### config.mk
export PLATFORM = sky130hd
export DESIGN_NAME = fbit_err_inject
export DESIGN_NICKNAME = d
export VERILOG_FILES = /design/src/rtl/fbi_pkg.sv /design/src/rtl/fbi_burst_arm.sv /design/src/rtl/fbi_period_gen.sv /design/src/rtl/fbi_fbit_mux.sv /design/src/rtl/fbit_err_inject.sv
export SDC_FILE = /design/constraint.sdc
export NUM_CORES = 1
export LEC_CHECK = 0
export BUFFER_PORTS_ARGS = -buffer_cell sky130_fd_sc_hd__buf_2
export CAP_MARGIN = 10
export CORE_MARGIN = 5
export CORE_UTILIZATION = 40
export DETAILED_ROUTE_END_ITERATION = 12
export PLACE_DENSITY = 0.65
export SKIP_CTS_REPAIR_TIMING = 1
export SLEW_MARGIN = 20
export SYNTH_ARGS = -nofsm -noshare
export SYNTH_HDL_FRONTEND = slang
export SYNTH_SLANG_ARGS = --single-unit
### constraint.sdc
create_clock -name clk -period 1.34 [get_ports clk]
set_clock_uncertainty 0.1 [all_clocks]
set_input_delay 0.268 -clock clk [delete_from_list [all_inputs] [get_ports clk]]
set_output_delay 0.268 -clock clk [all_outputs]
set_load 0.01 [all_outputs]
### src/rtl/fbi_pkg.sv
package fbi_pkg;
  // Per-bit slot qualifiers presented alongside the serial data.
  typedef struct packed {
    logic fbit;  // F-bit time
    logic pat;   // framing-pattern position
    logic crc;   // CRC6 position
  } fslot_t;

  localparam int unsigned DEF_BURST_LEN = 3;
  localparam int unsigned DEF_PERIOD    = 128;
endpackage

### src/rtl/fbi_burst_arm.sv
module fbi_burst_arm #(
  parameter int unsigned BURST_LEN = fbi_pkg::DEF_BURST_LEN
) (
  input  logic clk,
  input  logic rst_n,
  input  logic ctl,
  input  logic strobe,
  output logic hit
);
  localparam int unsigned CW = $clog2(BURST_LEN + 1);

  logic          ctl_q;
  logic [CW-1:0] rem_q, rem_d;
  logic          rise, rem_en;

  assign rise   = ctl & ~ctl_q;
  assign rem_en = rise | (strobe & (rem_q != '0));

  always_comb begin
    rem_d = rem_q;
    if (rise)
      rem_d = CW'(BURST_LEN);
    else if (strobe && (rem_q != '0))
      rem_d = rem_q - CW'(1);
  end

  always_ff @(posedge clk or negedge rst_n) begin
    if (!rst_n) begin
      ctl_q <= 1'b0;
      rem_q <= '0;
    end else begin
      ctl_q <= ctl;
      if (rem_en) rem_q <= rem_d;
    end
  end

  assign hit = strobe & (rem_q != '0);


  burst_load_chk: assert property (@(posedge clk) disable iff (!rst_n)
    (ctl && !ctl_q) |=> (rem_q == CW'(BURST_LEN)));

  burst_range_chk: assert property (@(posedge clk) disable iff (!rst_n)
    rem_q <= CW'(BURST_LEN));

  burst_hold_chk: assert property (@(posedge clk) disable iff (!rst_n)
    (ctl && ctl_q && rem_q == '0) |=> (rem_q == '0));
endmodule

### src/rtl/fbi_period_gen.sv
module fbi_period_gen #(
  parameter int unsigned PERIOD = fbi_pkg::DEF_PERIOD
) (
  input  logic clk,
  input  logic rst_n,
  input  logic ctl,
  input  logic strobe,
  output logic hit
);
  localparam int unsigned CW = $clog2(PERIOD);
  localparam logic [CW-1:0] LAST = CW'(PERIOD - 1);

  logic          ctl_q;
  logic [CW-1:0] cnt_q, cnt_d;
  logic          rise, cnt_en;

  assign rise   = ctl & ~ctl_q;
  assign cnt_en = rise | (ctl & strobe);

  always_comb begin
    cnt_d = cnt_q;
    if (rise)
      cnt_d = '0;
    else if (ctl && strobe)
      cnt_d = (cnt_q == LAST) ? '0 : cnt_q + CW'(1);
  end

  always_ff @(posedge clk or negedge rst_n) begin
    if (!rst_n) begin
      ctl_q <= 1'b0;
      cnt_q <= '0;
    end else begin
      ctl_q <= ctl;
      if (cnt_en) cnt_q <= cnt_d;
    end
  end

  assign hit = ctl & ctl_q & strobe & (cnt_q == LAST);


  period_clear_chk: assert property (@(posedge clk) disable iff (!rst_n)
    (ctl && !ctl_q) |=> (cnt_q == '0));

  period_step_chk: assert property (@(posedge clk) disable iff (!rst_n)
    (ctl && ctl_q && strobe && cnt_q != LAST) |=> (cnt_q == $past(cnt_q) + CW'(1)));

  period_wrap_chk: assert property (@(posedge clk) disable iff (!rst_n)
    hit |=> (cnt_q == '0));
endmodule

### src/rtl/fbi_fbit_mux.sv
module fbi_fbit_mux
  import fbi_pkg::*;
(
  input  fslot_t slot,
  input  logic   ser_in,
  input  logic   int_fbit,
  input  logic   esf_mode,
  input  logic   fpass_en,
  input  logic   crcpass_en,
  output logic   src_bit
);
  logic take_ser;

  always_comb begin
    take_ser = fpass_en | (esf_mode & crcpass_en & slot.crc);
    if (!slot.fbit)
      src_bit = ser_in;
    else
      src_bit = take_ser ? ser_in : int_fbit;
  end
endmodule

### src/rtl/fbit_err_inject.sv
module fbit_err_inject
  import fbi_pkg::*;
#(
  parameter int unsigned BURST_LEN = DEF_BURST_LEN,
  parameter int unsigned PERIOD    = DEF_PERIOD
) (
  input  logic clk,
  input  logic rst_n,
  input  logic ser_in,
  input  logic int_fbit,
  input  logic fbit_time,
  input  logic pat_bit,
  input  logic crc_pos,
  input  logic esf_mode,
  input  logic fpass_en,
  input  logic crcpass_en,
  input  logic burst_ctl,
  input  logic period_ctl,
  output logic tx_out
);
  fslot_t slot;
  logic   strobe, src_bit, b_hit, p_hit, out_d, out_q;

  assign slot   = '{fbit: fbit_time, pat: pat_bit, crc: crc_pos};
  assign strobe = fbit_time & pat_bit;

  fbi_fbit_mux u_mux (
    .slot(slot), .ser_in(ser_in), .int_fbit(int_fbit), .esf_mode(esf_mode),
    .fpass_en(fpass_en), .crcpass_en(crcpass_en), .src_bit(src_bit)
  );

  fbi_burst_arm #(.BURST_LEN(BURST_LEN)) u_burst (
    .clk(clk), .rst_n(rst_n), .ctl(burst_ctl), .strobe(strobe), .hit(b_hit)
  );

  fbi_period_gen #(.PERIOD(PERIOD)) u_period (
    .clk(clk), .rst_n(rst_n), .ctl(period_ctl), .strobe(strobe), .hit(p_hit)
  );

  // Single inversion when either mode selects the bit.
  assign out_d = src_bit ^ (b_hit | p_hit);

  always_ff @(posedge clk or negedge rst_n) begin
    if (!rst_n) out_q <= 1'b0;
    else        out_q <= out_d;
  end

  assign tx_out = out_q;


  payload_pass_chk: assert property (@(posedge clk) disable iff (!rst_n)
    !fbit_time |=> (tx_out == $past(ser_in)));

  single_inv_chk: assert property (@(posedge clk) disable iff (!rst_n)
    (b_hit && p_hit) |=> (tx_out != $past(src_bit)));

  hit_on_pattern_chk: assert property (@(posedge clk) disable iff (!rst_n)
    (b_hit || p_hit) |-> strobe);

  quiet_chk: assert property (@(posedge clk) disable iff (!rst_n)
    (!period_ctl && !b_hit) |=> (tx_out == $past(src_bit)));
endmodule

### Word level (Yosys, flattened, before mapping)

Index checks and enable logic that the tools add are counted.

* register bits: 12
* output and inout bits: 1
* logic and storage cells: 39

* $add $sub $neg: 2
* equality and inequality tests: 1
* multiplexer cells: 7
* bitwise operators: 17
* reductions and logical operators: 7

Operators with widths (count)
* 7-bit two-way mux: 3
* 1-bit bitwise AND: 10
* 7-bit by 1-bit adder with 7-bit output, second input constant: 1
* 7-bit equality test, second input constant: 1
* 2-bit nonzero test: 3
* 2-bit two-way mux: 2
* 1-bit bitwise OR: 4
* 2-bit AND reduction: 2
* 1-bit logical AND: 2
* 1-bit two-way mux: 2
* 1-bit inverter: 2
* 2-bit by 1-bit subtractor with 2-bit output, second input constant: 1
* 1-bit XOR: 1

### Longest topological paths before layout

* word-level depth: 6
* depth in mapped cells: 5

### Cells and area by module

From an unflattened synthesis, not the netlist that was laid out.

* cell total of the unflattened synthesis: 68
* area total of the unflattened synthesis: 669.4 sq um

Modules (own cells, without submodules)
* fbi_period_gen: times used 1, cells each 49, area each 451.7 sq um, seq. area each 200.2 sq um
* fbi_burst_arm: times used 1, cells each 12, area each 141.4 sq um, seq. area each 75.1 sq um
* fbit_err_inject: times used 1, cells each 4, area each 46.3 sq um, seq. area each 25.0 sq um
* fbi_fbit_mux: times used 1, cells each 3, area each 30.0 sq um, seq. area each 0.0 sq um

### Worst setup path before layout

OpenSTA, ideal clock, no wires.

* kind: register to register
* from: register u_period.cnt_q[0]
* to: register u_period.cnt_q[6]
* arrival time: 1.065 ns
* required time: 1.122 ns
* slack: 0.057 ns
* stages on the path, launching flop included: 6
* cells stage by stage: dfrtp_1 > ha_1 > nand4_1 > o21ai_0 > nand2_1 > a21o_1

* word-level cells in the longest chain between the ends: 4
* elaborated cells between the ends (all ways): 5
* those cells by class: add/sub: 1; eq/ne: 1; mux: 3

Ends and longest elaborated chain
* from (decl): line fbi_period_gen.sv:14 `logic [CW-1:0] cnt_q, cnt_d;`
* from (signal assigned): line fbi_period_gen.sv:34 `if (cnt_en) cnt_q <= cnt_d;`
* 7-bit by 1-bit adder with 7-bit output / 7-bit equality test (equally long branches): line fbi_period_gen.sv:25 `cnt_d = (cnt_q == LAST) ? '0 : cnt_q + CW'(1);`
* 7-bit two-way mux *: line fbi_period_gen.sv:25
* 7-bit two-way mux *: line fbi_period_gen.sv:24 `else if (ctl && strobe)`
* 7-bit two-way mux *: line fbi_period_gen.sv:22 `if (rise)`

Every way passes the cells marked *; elsewhere a longest branch is shown, timed or not. The select of a mux whose other input is x is not followed.
A chain may end at the register's enable or synchronous reset.

### Worst setup path after layout

* from: register u_period.cnt_q[2]
* to: register out_q, in the netlist tx_out

* word-level cells in the longest chain between the ends: 4

Ends and longest elaborated chain
* 7-bit equality test: line fbi_period_gen.sv:38 `assign hit = ctl & ctl_q & strobe & (cnt_q == LAST);`
* 1-bit bitwise AND: line fbi_period_gen.sv:38
* 1-bit bitwise OR: line fbit_err_inject.sv:41 `assign out_d = src_bit ^ (b_hit | p_hit);`
* 1-bit XOR: line fbit_err_inject.sv:41
* via out_d: line fbit_err_inject.sv:22 `logic strobe, src_bit, b_hit, p_hit, out_d, out_q;`
* to (signal assigned): line fbit_err_inject.sv:45 `else out_q <= out_d;`
* to (decl): line fbit_err_inject.sv:22

The timed path passes the listed nets, and every way through them passes these cells.

==> impl_metrics.ini <==
[setup_path]
critPathArrivalTime_ns = 1.37
critPathBufInv = 0
crit_type = register to register
end_kind = register
cp_max_fo = 6
slowest_delay_ns = 0.42
critPathRequiredTime_ns = 1.43
cpLargestDelayFamily = flip-flops
cp_slowest_cell = dfrtp_1
start_kind = register
path_cells = and3_4 -> nand4_1 -> o22ai_1 -> xnor2_1

[place]
portBuffers = 12
dp_slack_ns = 0.0373
gp_congestion = 0.868
dp_hpwl_um = 893

[floorplan]
die_w_um = 48.4
die-area_um2 = 2340
core_um2 = 1350
pin_count = 13
die_h_um = 48.4
num_rows = 13
start_util_pct = 43.7

[power_and_ir_drop]
p_sw_share_pct = 23.9
p_per_area_nw_per_um2 = 952
power.share.sequential_pct = 55.9
p_comb_share_pct = 15.1
p_leak_uw = 0.000345
p_clk_share_pct = 29.1
p_sw_uw = 170
peakVddDrop_mv = 0.833
p_int_uw = 541

[sta]
max-slew-margin-rel_pct = 80.7
fmaxAchievable_mhz = 778
worstMarginPinSlew_ns = 0.286
finalHoldViolations = 0
maxSlewViolCount = 0
finalSetupTns_ns = 0
setup_viol = 0
layout_setup_ws_ns = 0.0553
finalCritPeriodShare_pct = 95.9
finalCriticalPeriod_ns = 1.28
rsz0062_at_grt = yes

[yosys]
synthesis.area_um2 = 591
synth.distinct_cells = 22
synth-seq-cells = 12
yosysSeqAreaShare_pct = 50.8
synthCells = 61
avgSynthCellArea_um2 = 9.68
ys_warn_count = 0
syn_nets = 75

[global_route]
use_met1_pct = 11.7
grt_pass1_vias = 488
met3_usage_pct = 4.89
top_usage_layer = met2
grt_overflow = 0
grt_pass1_wl_um = 1970
met2_usage_pct = 16.1
grt_max_degree = 13
antenna_found_initial = 0
track_usage_pct = 10.2

[clock_network]
clock_path_buffers = 2
clk_pin_slew_ns = 0.07
insertion_delay_ns = 0.26
cts_buffers = 3
root_buffer = clkbuf_4
cts_tree = done
clock-sinks = 12
h-tree-depth = 1

[finish]
final_nets = 96
final_cell_mix = buf_2 (12), dfrtp_1 (12), nand2_1 (8)
drive_above_1_share_pct = 27.5
area_growth_pct = 26.5
fin_util_pct = 55.3
fillers = 115
multi_input_area_um2 = 298
n_antenna_cell = 0
regArea_um2 = 300

[detailed_routing]
wire_per_inst_um = 12.3
wl_um = 1170
vias = 519
drc_errors = 0
first_pass_iters = 4
drtAntennaViolNets = 0
via_per_inst = 5.46
drtIter0Drc = 4

[status]
status = complete, no violations

[hold_path]
hp-class = primary input to register

[flow_run]
cap_violations = 0
[worst reg2reg max path, stage by stage (launching register included)]
cell     delay, ns
dfrtp_1       0.42
and3_4        0.22
nand4_1       0.16
o22ai_1       0.18
xnor2_1       0.13
[power groups by stage]
stage	clock (uW)	sequential, uW	combinational, uW
after global routing	238	400	124
after global placement	0	402	103
final	207	397	107
after floorplan	0	405	50.7
after detailed placement	0	402	104
after CTS	219	395	104
[flip-flops by register name (all words and copies together), names as in the netlist]
signal          flops
u_burst.ctl_q       1
tx_out              1
u_burst.rem_q       2
u_period.cnt_q      7
u_period.ctl_q      1
[synthesized netlist by cell type, drive strengths merged]
cell | instances | area share, %
ha | 2 | 4.2
nand2b | 1 | 1.1
dfrtp | 12 | 51
a21o | 1 | 1.3
nor4 | 1 | 1.1
a21bo | 1 | 1.7
nand4 | 3 | 3.2
nand3 | 5 | 4.2
and3 | 1 | 1.1
xor2 | 2 | 3.0
or3 | 2 | 2.1
o21ai | 9 | 7.6
nand2 | 8 | 5.1
xnor2 | 1 | 1.5
inv | 4 | 2.5
a31oi | 1 | 1.1
o22ai | 1 | 1.1
a311oi | 1 | 1.5
nor2 | 2 | 1.3
o311ai | 1 | 1.5
mux2i | 1 | 1.7
a22o | 1 | 1.5
[metrics by stage]
step | total power [uW] | instances | cell area, um^2 | hold WS (ns)
finish | 711 | 95 | 747 | 0.0258
global route | 762 | 95 | 747 | 0.0206
CTS | 718 | 94 | 714 | -0.227
detailed placement | 506 | 91 | 692 | 0.0601
global placement | 505 | 91 | 692 | 0.0581
floorplan | 456 | 61 | 591 | -0.128
[final timing paths]
kind                                    from                to  slack, ns  depth (start not counted)
max                        u_period.cnt_q[2]            tx_out       0.06                          4
min                                burst_ctl     u_burst.ctl_q       0.03                          1
max reg2reg                u_period.cnt_q[2]            tx_out       0.06                          4
min reg2reg                 u_burst.rem_q[1]  u_burst.rem_q[1]       0.43                          2
max in group asynchronous              rst_n            tx_out       0.63                          2
min in group asynchronous              rst_n     u_burst.ctl_q       0.30                          2
[cell families (layout without fill, tap and decap cells)]
kind of cell	Yosys count	count (layout)	share of synthesized area, %
compound gates	16	16	17.2
mux	1	1	1.69
buf+inv	4	23	2.54
simple gates	23	23	19.1
xor+xnor	3	3	4.45
fa+ha+maj	2	2	4.24
flops	12	12	50.8
[layer usage]
metal  routed length [um]  part of all wire (%)
met3                   62                   5.3
met2                  594                    51
met1                  500                    43
met5                    0                     0
met4                    8                  0.69
[cell type report]
| type | instances | share of cell area (%) |
|---|---|---|
| multi-input combinational | 45 | 39.9 |
| sequential | 12 | 40.2 |
| clock buffer | 3 | 3.02 |
| inverter | 4 | 2.01 |
| tap | 15 | 2.51 |
| timing repair buffer | 16 | 12.4 |
Note: power is estimated with default switching activity, not from simulation.
